$ cat src/rtl/seu_lut_pkg.sv
package seu_lut_pkg;
  typedef struct packed {
    logic excited;
    logic mismatch;
  } mon_flags_t;
endpackage

$ cat src/rtl/lut_cfg_store.sv
module lut_cfg_store #(
  parameter int unsigned N_IN = 4,
  localparam int unsigned TBL = 1 << N_IN
) (
  input  logic           clk_i,
  input  logic           rst_ni,
  input  logic           cfg_we_i,
  input  logic [TBL-1:0] cfg_data_i,
  output logic [TBL-1:0] gold_o
);
  logic [TBL-1:0] gold_q;

  always_ff @(posedge clk_i or negedge rst_ni) begin
    if (!rst_ni)       gold_q <= '0;
    else if (cfg_we_i) gold_q <= cfg_data_i;
  end

  assign gold_o = gold_q;
endmodule

$ cat src/rtl/seu_flip_ctrl.sv
module seu_flip_ctrl #(
  parameter int unsigned N_IN = 4,
  localparam int unsigned TBL = 1 << N_IN
) (
  input  logic            clk_i,
  input  logic            rst_ni,
  input  logic            cfg_we_i,
  input  logic            inj_stb_i,
  input  logic [N_IN-1:0] inj_idx_i,
  output logic            act_o,
  output logic [N_IN-1:0] idx_o,
  output logic [TBL-1:0]  mask_o
);
  logic            act_q;
  logic [N_IN-1:0] idx_q;

  // a load scrubs the fault; a strobe replaces the old index
  always_ff @(posedge clk_i or negedge rst_ni) begin
    if (!rst_ni) begin
      act_q <= 1'b0;
      idx_q <= '0;
    end else if (cfg_we_i) begin
      act_q <= 1'b0;
    end else if (inj_stb_i) begin
      act_q <= 1'b1;
      idx_q <= inj_idx_i;
    end
  end

  for (genvar g = 0; g < TBL; g++) begin : g_mask
    assign mask_o[g] = act_q && (idx_q == N_IN'(g));
  end

  assign act_o = act_q;
  assign idx_o = idx_q;
endmodule

$ cat src/rtl/lut_read.sv
module lut_read #(
  parameter int unsigned N_IN = 4,
  localparam int unsigned TBL = 1 << N_IN
) (
  input  logic [TBL-1:0]  gold_i,
  input  logic [TBL-1:0]  mask_i,
  input  logic [N_IN-1:0] addr_i,
  output logic            gold_bit_o,
  output logic            work_bit_o
);
  logic [TBL-1:0] work;

  for (genvar g = 0; g < TBL; g++) begin : g_work
    assign work[g] = gold_i[g] ^ mask_i[g];
  end

  assign gold_bit_o = gold_i[addr_i];
  assign work_bit_o = work[addr_i];
endmodule

$ cat src/rtl/fault_monitor.sv
module fault_monitor
  import seu_lut_pkg::*;
#(
  parameter int unsigned N_IN  = 4,
  parameter int unsigned CNT_W = 16
) (
  input  logic             clk_i,
  input  logic             rst_ni,
  input  logic             clr_i,
  input  logic             act_i,
  input  logic [N_IN-1:0]  idx_i,
  input  logic [N_IN-1:0]  addr_i,
  input  logic             gold_bit_i,
  input  logic             work_bit_i,
  output mon_flags_t       flags_o,
  output logic [CNT_W-1:0] first_o
);
  localparam logic [CNT_W-1:0] CNT_MAX = '1;

  mon_flags_t       flags_q;
  logic [CNT_W-1:0] cyc_q;
  logic [CNT_W-1:0] first_q;
  logic             hit;
  logic             diff;

  assign hit  = act_i && (addr_i == idx_i);
  assign diff = gold_bit_i ^ work_bit_i;

  always_ff @(posedge clk_i or negedge rst_ni) begin
    if (!rst_ni)               cyc_q <= '0;
    else if (cyc_q != CNT_MAX) cyc_q <= cyc_q + 1'b1;
  end

  always_ff @(posedge clk_i or negedge rst_ni) begin
    if (!rst_ni) begin
      flags_q <= '0;
      first_q <= '0;
    end else if (clr_i) begin
      flags_q <= '0;
      first_q <= '0;
    end else begin
      if (hit && !flags_q.excited) first_q <= cyc_q;
      flags_q.excited  <= flags_q.excited | hit;
      flags_q.mismatch <= flags_q.mismatch | diff;
    end
  end

  assign flags_o = flags_q;
  assign first_o = first_q;
endmodule

$ cat src/rtl/seu_lut_monitor.sv
module seu_lut_monitor
  import seu_lut_pkg::*;
#(
  parameter int unsigned N_IN  = 4,
  parameter int unsigned CNT_W = 16,
  localparam int unsigned TBL  = 1 << N_IN
) (
  input  logic             clk_i,
  input  logic             rst_ni,
  input  logic             cfg_we_i,
  input  logic [TBL-1:0]   cfg_data_i,
  input  logic             inj_stb_i,
  input  logic [N_IN-1:0]  inj_idx_i,
  input  logic [N_IN-1:0]  addr_i,
  input  logic             clr_i,
  output logic             data_o,
  output logic             fault_act_o,
  output logic [N_IN-1:0]  fault_idx_o,
  output logic             excited_o,
  output logic             mismatch_o,
  output logic [CNT_W-1:0] first_exc_o
);
  logic [TBL-1:0]  gold_w;
  logic [TBL-1:0]  mask_w;
  logic            act_w;
  logic [N_IN-1:0] idx_w;
  logic            gold_bit_w;
  logic            work_bit_w;
  mon_flags_t      flags_w;

  lut_cfg_store #(.N_IN(N_IN)) u_store (
    .clk_i, .rst_ni, .cfg_we_i, .cfg_data_i, .gold_o(gold_w)
  );

  seu_flip_ctrl #(.N_IN(N_IN)) u_flip (
    .clk_i, .rst_ni, .cfg_we_i, .inj_stb_i, .inj_idx_i,
    .act_o(act_w), .idx_o(idx_w), .mask_o(mask_w)
  );

  lut_read #(.N_IN(N_IN)) u_read (
    .gold_i(gold_w), .mask_i(mask_w), .addr_i,
    .gold_bit_o(gold_bit_w), .work_bit_o(work_bit_w)
  );

  fault_monitor #(.N_IN(N_IN), .CNT_W(CNT_W)) u_mon (
    .clk_i, .rst_ni, .clr_i, .act_i(act_w), .idx_i(idx_w), .addr_i,
    .gold_bit_i(gold_bit_w), .work_bit_i(work_bit_w),
    .flags_o(flags_w), .first_o(first_exc_o)
  );

  assign data_o      = work_bit_w;
  assign fault_act_o = act_w;
  assign fault_idx_o = idx_w;
  assign excited_o   = flags_w.excited;
  assign mismatch_o  = flags_w.mismatch;
endmodule

$ cat config.mk
export PLATFORM = sky130hd
export DESIGN_NAME = seu_lut_monitor
export DESIGN_NICKNAME = d
export VERILOG_FILES = /design/src/rtl/seu_lut_pkg.sv /design/src/rtl/lut_cfg_store.sv /design/src/rtl/seu_flip_ctrl.sv /design/src/rtl/lut_read.sv /design/src/rtl/fault_monitor.sv /design/src/rtl/seu_lut_monitor.sv
export SDC_FILE = /design/constraint.sdc
export NUM_CORES = 1
export LEC_CHECK = 0
export ABC_CLOCK_PERIOD_IN_PS = 2760
export BUFFER_PORTS_ARGS = -buffer_cell sky130_fd_sc_hd__buf_2
export CAP_MARGIN = 20
export CORE_ASPECT_RATIO = 0.75
export CORE_MARGIN = 2
export CORE_UTILIZATION = 45
export DETAILED_ROUTE_END_ITERATION = 8
export GPL_TIMING_DRIVEN = 0
export MAX_ROUTING_LAYER = met4
export PLACE_DENSITY = 0.68
export SLEW_MARGIN = 30
export SYNTH_ARGS = -nofsm -noshare
export SYNTH_HDL_FRONTEND = slang
export SYNTH_SLANG_ARGS = --single-unit
$ cat constraint.sdc
create_clock -name clk_i -period 2.76 [get_ports clk_i]
set_input_delay 0.552 -clock clk_i [delete_from_list [all_inputs] [get_ports clk_i]]
set_output_delay 0.552 -clock clk_i [all_outputs]
set_load 0.01 [all_outputs]
After elaboration in Yosys (flattened, before gate mapping)
Index checks and enable logic that the tools add are counted.
{ "op_classes": {"n_addsub": 1, "order_cmp": 1, "n_eq_ne": 17, "n_bitwise": 20, "reduce_logical": 23, "mux": 9} }
{ "op_table": {"columns": ["op", "count"], "rows": [
  ["$eq 4x4->1 const B", 8],
  ["$mux 16", 2],
  ["$logic_and 1x1->1", 18],
  ["$xor 1x1->1", 17],
  ["$add 16x1->16 const B", 1],
  ["$eq 4x3->1 const B", 4],
  ["$ne 16x16->1 const B", 1],
  ["$bmux 1 s4", 2],
  ["$eq 4x2->1 const B", 2],
  ["$lt 4x5->1 const B", 1],
  ["$eq 4x1->1 const B", 1],
  ["$eq 4x4->1", 1],
  ["$logic_not 4->1", 1],
  ["$mux 1", 4],
  ["$reduce_bool 2->1", 2],
  ["$mux 2", 1],
  ["$or 1x1->1", 2],
  ["$reduce_and 2->1", 1],
  ["$logic_not 1->1", 1],
  ["$not 1->1", 1]
]} }
{ "word_totals": {"ff_bits": 55, "output_inout_bits": 24, "wordCells": 78} }

Depth between registers and ports, before layout
Gate-level depths: netlist of the first run.
{ "depth": {"word_depth": 8, "mapped_depth": 10} }

Hierarchy
From an unflattened synthesis of the first run, not the netlist that was laid out.
{ "unflattened": {"cells_unflattened": 282, "area_unflattened_um2": 3148.0} }
{ "modules_own_cells": {"columns": ["mod", "n_inst", "area_per_inst_um2", "cells_per_inst"], "rows": [
  ["fault_monitor", 1, 1767.9, 163],
  ["lut_cfg_store", 1, 649.4, 34],
  ["lut_read", 1, 426.7, 50],
  ["seu_flip_ctrl", 1, 304.0, 35]
]} }

Least setup slack after synthesis of the first run
No wires, ideal clock.
{ "synth_timing": {"path_kind": "flip-flop to flip-flop", "start": "register u_flip.idx_q[1], in the netlist u_flip.idx_o[1]", "end": "register u_mon.first_q[10], in the netlist u_mon.first_o[10]", "path_buffers": 2, "setup_time_ps": 79, "stages_incl_launch_ff": 11, "arrival_time_ps": 2504, "setup_slack_ps": 177, "path_cell_list": "dfrtp_1 -> buf_6 -> nand2b_1 -> o21a_1 -> nor3_1 -> a2111oi_0 -> nor4_1 -> o311a_4 -> mux2i_4 -> buf_12 -> mux2i_1"} }
{ "synth_via": {"elab_chain_len": 4} }
{ "synth_rtl": {"columns": ["element", "line_no", "text"], "rows": [
  ["start: declaration", "seu_flip_ctrl.sv:15", "logic [N_IN-1:0] idx_q;"],
  ["start signal: assignment", "seu_flip_ctrl.sv:26", "idx_q <= inj_idx_i;"],
  ["$eq 4x4->1", "fault_monitor.sv:26", "assign hit = act_i && (addr_i == idx_i);"],
  ["$logic_and 1x1->1", "fault_monitor.sv:26", null],
  ["$logic_and 1x1->1", "fault_monitor.sv:42", "if (hit && !flags_q.excited) first_q <= cyc_q;"],
  ["$reduce_bool 2->1 (no source line)", null, null],
  ["end signal: assignment", "fault_monitor.sv:42", null],
  ["end: declaration", "fault_monitor.sv:22", "logic [CNT_W-1:0] first_q;"]
]} }
Every way passes these cells.
A chain may end at the register's enable or synchronous reset.

Worst setup path in the final report of the first run
{ "layout_timing": {"start": "register u_flip.idx_q[2], in the netlist u_flip.idx_o[2]", "end": "output data_o"} }
{ "layout_via": {"elab_chain_len": 5} }
{ "layout_rtl": {"columns": ["element", "line_no", "text"], "rows": [
  ["$eq 4x1->1, or another cell as far along", "seu_flip_ctrl.sv:31", "assign mask_o[g] = act_q && (idx_q == N_IN'(g));"],
  ["$logic_and 1x1->1", "seu_flip_ctrl.sv:31", null],
  ["$xor 1x1->1", "lut_read.sv:14", "assign work[g] = gold_i[g] ^ mask_i[g];"],
  ["$bmux 1 s4 (*)", "lut_read.sv:18", "assign work_bit_o = work[addr_i];"],
  ["$mux 1 (implied by the code) (*)", "lut_read.sv:18", null],
  ["end: declaration", "seu_lut_monitor.sv:16", "output logic data_o,"]
]} }
Every way passes the cells marked *; elsewhere a longest branch is shown, timed or not. The select of a mux whose other input is x is not followed.

==> impl_results.md, run 1 <==
- Achievable clock frequency: between 0.3 and 0.4 GHz
- H-tree depth: 2
- Min Clock Period, post-route: roughly 2.9 ns
- Post-layout util: a little under three fifths
- IO buf count: 49
- Proportion of power drawn by combinational gates: 23.0%
- Core ar.: between 0.006 and 0.007 mm2
- DRT antenna net count: 0
- Post-synth ARST share: 100.0%
- Ranking of synthesized cells by instance count: dfrtp_1 (55), mux2_2 (20), mux2i_1 (18)
- Clock skew: between 0.01 and 0.015 ns
- Total CTS buffers: 5
- Number of diodes added for antenna fixing: 0
- Number of pins with negative max-slew slack in the final report: 0
- Initial standard-cell utilization of the core: 47.24%
- Final HPWL DP: 4568 um
- Num ports: 53
- Final weighted congestion in routability-driven placement: 0.8608
- Hold-fix buffers, CTS: 0
- Clock Pin Slew Worst Setup and Hold Paths: roughly 0.1 ns
- Register share of total power: between 40 and 50%
- Antenna violations before repair: 0
- Vertical extent of the die: approximately 75 um
- Clock network fraction of total power: 29.4%
- Mapped Cells: between 200 and 300
- Total of max-cap violations: 0
- Number of cell rows: 25
- Maximum fanout along the worst path: 5
- Yosys reg bits: 55
- Number of flops mapped to enable cells by yosys: 0
- Worst endpoint data arrival time: 2.31 ns
- Combined area of the multi-input logic cells: between 0.0015 and 0.002 mm2
- Total detailed-routing wirelength: roughly 6300 um
- TritonCTS clock tree: yes
- Violation count after the first detailed-route iteration: roughly 110
- Failing checks: setup timing
- Number of vias per cell: 5.301
- Share of final-layout standard cells stronger than drive strength 1: approximately two fifths
- Cell chosen for the clock root: clkbuf_8
- Worst Tran Pin Value: 0.6872 ns
- Synthesized Nets: between 200 and 300
- Final TNS setup: -0.1065 ns
- Flip-flop cell with the highest count after synthesis: dfrtp_1
- Area contributors post-synth: dfrtp_1 (45%), mux2_2 (7.4%), mux2i_1 (5.9%), xnor2_1 (4.6%), mux4_2 (4.5%)
- Maximum number of pins on one net before global-route repair: 56
- Nets: between 300 and 400
- Vias in the first global route: around 2100
- Power density relative to cell area: approximately 530 mW/mm2
- Worst max-slew margin expressed relative to the limit: ~54%
- DR WL/cell: 15.66 um
- Status: finished with violations
- Gr usage total: 19.10%
- Yosys warnings: 0
- Worst setup timing slack at the placement stage: -0.2589 ns
- Clock latency of the later-clocked register in the worst-skew pair: between 0.3 and 0.4 ns
- Total of fill cells in the finished design: 543
- Leakage: between 1.5 and 2 nW
- Worst setup slack after layout: -0.1065 ns
- Register cell area after layout: approximately 0.0014 mm2
- Worst ir drop on vdd: approximately 0.00025 V
- Global-route wire length before repair: between 10000 and 15000 um
- Die span in x: ~99 um
- Yosys top cell area share: about 45%
- Global route total overflow: 0
- Switch share: between 20% and 30%
- Critical path endpoint category: primary output
- Drt pass-1 iters: 4
- Part of the Yosys area used for sequential elements: 45.44%
- Number of sinks driven by the clock tree: between 50 and 60
- Setup repair after global routing missed its margin: true
- Post-route clock period utilization: 103.9%
- Worst min-delay path class: input pin to asynchronous set/reset pin
- DRC violation count after routing: 0
- Worst hold slack: about 0.26 ns
- Startpoint type of the worst setup path: flip-flop
- Crit Path Category: flip-flop to primary output
- Vias post-DR: between 2000 and 2500
- Area growth from synthesis to layout: 19.37%
- Mapped Avg Cell Area: 11.65 um2
- Total of endpoints with negative setup slack in the final report: 1
- Buffers from clock root to sink, at most: 2
- Internal power summed over all cells: 1.385 mW
- Yosys cell types: around 40
- Net Switching: about 0.52 mW
- Area enclosed by the die boundary: around 0.0074 mm2
- Most frequent cell after synthesis: dfrtp_1
- Dominant cell type by area after synthesis: dfrtp_1
- Data required, critical path: 2.21 ns
- Post-synth design cell area: between 0.003 and 0.004 mm2
- Final hold violation count: 0
==> placed cells by master, fill, tap and decap left out, types with 2 or more instances in the layout <==
cell type and count:
xnor2_1 16, buf_4 8, mux2i_1 18, inv_1 3, o21ai_0 2, or2b_1 2, nor2_1 12, buf_2 47
nand3b_1 3, nor3_1 8, o21a_1 3, a211oi_1 2, clkbuf_8 7, nand4_1 3, a31oi_1 2, nor3_2 3
and3_1 4, dfrtp_1 53, dfrtp_2 2, nand3_1 11, nor2b_2 2, nand2b_1 16, nand3_2 2, a21oi_1 5
mux4_2 6, nand2_1 8, or2b_2 15, nand2b_4 2, xor2_1 8, buf_6 5, nor2b_1 3, mux2_2 20
clkbuf_1 4
==> cell families after synthesis <==
| family | share of synthesized area (%) |
|---|---|
| AND/OR/NAND/NOR | 20.03 |
| buffers and inverters | 3.924 |
| AO/OA/AOI/OAI | 4.667 |
| XOR/XNOR | 6.939 |
| flip-flops | 45.44 |
| multiplexers | 18.59 |
| adder cells (fa/ha/maj) | 0.4130 |
==> stage by stage <==
stage	std cells	total power [mW]	cell area (um2)
2_1_floorplan	260	1.193	3029
3_3_place_gp	390	1.309	3376
3_5_place_dp	390	1.318	3378
4_1_cts	403	1.908	3583
5_1_grt	405	1.994	3616
6_report	405	1.907	3616
==> timing repair <==
item	4_1_cts	5_1_grt
endpoints found under the hold margin	0	0
pin swaps	4	2
resized for setup	13	5
setup endpoints to repair	17	14
buffers inserted	5	2
==> layout make-up <==
cell class / count / share of cell area (%)
multi-input cells: 189 / 43.94
flip-flops and latches: 55 / 38.13
repair buffers: 56 / 8.581
plain buffers: 12 / 2.872
well taps: 81 / 2.803
clock buffers: 6 / 2.284
clock inverters: 2 / 0.9689
inverters: 4 / 0.4152
==> layer usage <==
layer	up-vias	routed length [um]	part of all wire, %	GRT usage [%]
li1	1041	-	-	-
met1	1059	3415	54	28.71
met2	41	2630	41	26.08
met3	6	243	3.8	4.643
met4	0	55	0.87	4.110
met5	-	0	0	-
==> critical path: stages (launching register included) <==
cell and delay (ns):
dfrtp_2 0.46, nand3b_1 0.24, buf_4 0.18, nor3_1 0.19, nor3_2 0.08, a2111oi_1 0.43, nor4_2 0.12, o311a_4 0.15
inv_2 0.06, buf_6 0.09
==> registers in the layout (all words and copies together) (netlist names) <==
name,count
u_flip.act_o,1
u_store.gold_o,16
u_mon.cyc_q,16
u_flip.idx_o,4
u_mon.first_o,16
u_mon.flags_o,2
==> power by group through the flow <==
stage,Combinational [mW],Sequential (mW),Clock [mW]
floorplan,0.271,0.922,0
global placement,0.393,0.916,0
detailed placement,0.399,0.919,0
CTS,0.428,0.906,0.574
global route,0.477,0.914,0.603
finish,0.439,0.906,0.561
==> path summary, 6_finish.rpt <==
kind / slack (ns) / to / start / depth (start not counted)
setup / recovery: -0.11 / data_o / u_flip.idx_o[2] / 9
hold / removal: 0.26 / u_store.gold_o[10] / rst_ni / 1
setup reg to reg: 0.05 / u_mon.first_o[9] / u_flip.idx_o[2] / 11
hold reg to reg: 0.48 / u_mon.cyc_q[10] / u_mon.cyc_q[10] / 1
max in group asynchronous: 2.01 / u_flip.idx_o[3] / rst_ni / 1
min in group clk_i: 0.45 / u_store.gold_o[0] / cfg_data_i[0] / 2
(Power assumes the default switching activity.)
==> inputs of run 2 (changes only) <==
--- a/config.mk
+++ b/config.mk
@@ -10,11 +10,12 @@
 export CAP_MARGIN = 20
 export CORE_ASPECT_RATIO = 0.75
 export CORE_MARGIN = 2
-export CORE_UTILIZATION = 45
+export CORE_UTILIZATION = 56
 export DETAILED_ROUTE_END_ITERATION = 8
 export GPL_TIMING_DRIVEN = 0
 export MAX_ROUTING_LAYER = met4
-export PLACE_DENSITY = 0.68
+export PLACE_DENSITY = 0.82
+export REMOVE_ABC_BUFFERS = 1
 export SLEW_MARGIN = 30
 export SYNTH_ARGS = -nofsm -noshare
 export SYNTH_HDL_FRONTEND = slang
==> run 2 against run 1 <==
  * The run still ends with setup timing left
  * Clock-buffer cell count is 1 higher
  * Die area is 19% lower
  * Combinational power hardly changed
  * Non-clock buffer count is 5 lower
  * Critical path depth is 2 lower
==> impl_results.md, run 2 (synthesis gave the netlist of run 1 again) <==
- Cell chosen for the clock root: clkbuf_8
- Num ports: 53 (unchanged)
- Worst ir drop on vdd: 0.0002641 V (+3.8%)
- Grt met3 use: 4.523% (-0.12 points)
- Area growth from synthesis to layout: 17.10%
- Number of cell rows: 23 (-8.0%)
- Global-route wire length before repair: 10160 um (-3.9%)
- CP max stage delay: 0.48 ns (+0.02 ns)
- Setup repair after global routing missed its margin: true
- DR WL/cell: 16.04 um (+2.4%)
- Startpoint type of the worst setup path: flip-flop
- Worst-path cell chain: nor3b_4 -> nand3_1 -> xor2_1 -> mux4_2 -> o311a_4 -> inv_2 -> buf_6
- Initial standard-cell utilization of the core: 57.52% (+10 points)
- Min Clock Period, post-route: 2.839 ns (-0.02776 ns)
- Final HPWL DP: 4256 um (-6.8%)
- Total power after layout: 1.781 mW (-6.6%)
- TritonCTS clock tree: yes
- Global route total overflow: 0 (unchanged)
- Total detailed-routing wirelength: 6319 um (-0.39%)
- Worst hold slack: 0.2881 ns (+0.02370 ns)
- Worst Tran Pin Value: 0.6760 ns (-0.01123 ns)
- Share of final-layout standard cells stronger than drive strength 1: 42.32% (+2.2 points)
- Vias post-DR: 2171 (+1.1%)
- Antenna violations before repair: 0 (unchanged)
- Buffers from clock root to sink, at most: 2 (unchanged)
- Commonest non-fill, non-tap cells in the layout: buf_2 (50), dfrtp_1 (50), mux2_2 (20)
- Data required, critical path: 2.21 ns (about the same)
- Area enclosed by the die boundary: 0.006020 mm2 (-19%)
- Violation count after the first detailed-route iteration: 186 (+74%)
- Power density relative to cell area: 502.1 mW/mm2 (-4.8%)
- Clock Pin Slew Worst Setup and Hold Paths: 0.10 ns (about the same)
- Maximum fanout along the worst path: 5 (unchanged)
- IO buf count: 52 (+6.1%)
- Leakage: 1.586 nW (-2.5%)
- Worst endpoint data arrival time: 2.29 ns (-0.02 ns)
- Worst max-slew margin expressed relative to the limit: 54.93% (+0.75 points)
- Crit Path Category: flip-flop to primary output
- Failing checks: setup timing
- Final hold violation count: 0 (unchanged)
- Core ar.: 0.005266 mm2 (-18%)
- Worst min-delay path class: input pin to asynchronous set/reset pin
- Post-route clock period utilization: 102.9% (-1.0 points)
- Busiest grt layer: met1
- Status: finished with violations
- Clock latency of the later-clocked register in the worst-skew pair: 0.30 ns (-0.02 ns)
- Total of fill cells in the finished design: 381 (-30%)
- Total of endpoints with negative setup slack in the final report: 1 (unchanged)
- Met1 demand-to-capacity share in global routing: 33.31% (+4.6 points)
- Worst setup slack after layout: -0.07877 ns (+0.02776 ns)
- Clock skew: 0.009177 ns (-0.003881 ns)
- Final weighted congestion in routability-driven placement: 0.8749 (+1.6%)
- Maximum number of pins on one net before global-route repair: 56 (unchanged)
- Critical-path cell with the highest stage delay: mux4_2
- Total CTS buffers: 5 (unchanged)
- DRC violation count after routing: 0 (unchanged)
- Gr usage total: 22.81% (+3.7 points)
- Total of max-cap violations: 0 (unchanged)
- Number of pins with negative max-slew slack in the final report: 0 (unchanged)
- Met2 layer usage reported by global route: 31.62% (+5.5 points)
- Worst setup timing slack at the placement stage: -0.3412 ns (-0.08235 ns)
- H-tree depth: 2 (unchanged)
- Critical path endpoint category: primary output
- DRT antenna net count: 0 (unchanged)
- Vertical extent of the die: 67.70 um (-9.8%)
- Number of vias per cell: 5.510 (+3.9%)
- Nets: 348 (-1.4%)
- Number of diodes added for antenna fixing: 0 (unchanged)
- Number of sinks driven by the clock tree: 55 (unchanged)
- Vias in the first global route: 2125 (+2.7%)
- Placed cells: 375 (-3.8%)
- Die span in x: 88.93 um (-9.9%)
- Post-layout instance count excluding filler cells: 394 (-2.7%)
- Drt pass-1 iters: 4 (unchanged)
- Hold-fix buffers, CTS: 0 (unchanged)
- Achievable clock frequency: 0.3523 GHz (+0.98%)
==> run 2: cell count changes in the layout (fill, tap and decap cells not counted), sizes merged <==
| cell | change |
|---|---|
| buf | +1 |
| bufinv | -1 |
| clkbuf | -4 |
| dlygate4sd3 | -1 |
==> run 2: layout make-up <==
class / count / area [um2] / area share, %
Multi-Input combinational cell: 189 / 1603 / 45.19
Sequential cell: 55 / 1383 / 38.98
Timing Repair Buffer: 63 / 371.6 / 10.48
Tap cell: 75 / 93.84 / 2.646
Clock buffer: 7 / 76.32 / 2.152
Inverter: 4 / 15.01 / 0.4233
Clock inverter: 1 / 5.005 / 0.1411
==> run 2: worst paths after layout <==
check | start | to | slack [ns] | cells past startpoint
max | u_flip.idx_o[2] | data_o | -0.08 | 7
min reg2reg | u_mon.cyc_q[5] | u_mon.cyc_q[5] | 0.49 | 1
max reg2reg | u_flip.idx_o[2] | u_mon.first_o[12] | 0.06 | 11
max in group asynchronous | rst_ni | u_flip.idx_o[3] | 2.00 | 1
min in group clk_i | cfg_data_i[1] | u_store.gold_o[1] | 0.47 | 2
min | rst_ni | u_store.gold_o[6] | 0.29 | 1
==> run 2: metrics by stage <==
step           TNS (ns)  util [%]  cell area [um2]
2_1_floorplan         0         -             2925
3_3_place_gp     -3.456     62.27             3279
3_5_place_dp     -4.786     62.32             3282
4_1_cts        -0.03998     66.48             3501
5_1_grt         -0.3306     67.36             3547
6_report       -0.07877     67.36             3547
==> run 2: repair_timing <==
| item | 4_1_cts | 5_1_grt |
|---|---|---|
| buffers inserted | 10 | 2 |
| gates resized for setup | 17 | 9 |
| endpoints found under the setup margin | 17 | 17 |
| pin swaps | 4 | 5 |
==> run 2: critical path, delay by kind of cell (launching register included) <==
| kind | cells | cell delay (ns) |
|---|---|---|
| simple gates | 2 | 0.39 |
| flops | 1 | 0.46 |
| mux | 1 | 0.48 |
| buf+inv | 2 | 0.15 |
| compound gates | 1 | 0.33 |
| xor+xnor | 1 | 0.17 |
==> run 2: metal layers <==
layer | vias up | part of all wire, % | routed length, um
met5 | - | 0 | 0
met4 | 0 | 2.2 | 140
met3 | 15 | 6.7 | 424
met2 | 75 | 43 | 2742
met1 | 1060 | 48 | 3011
li1 | 1021 | - | -
==> run 2: power by group <==
part	internal, mW	switching (mW)
sequential	0.859	0.0546
combinational	0.233	0.208
clock	0.179	0.248
total	1.27	0.510
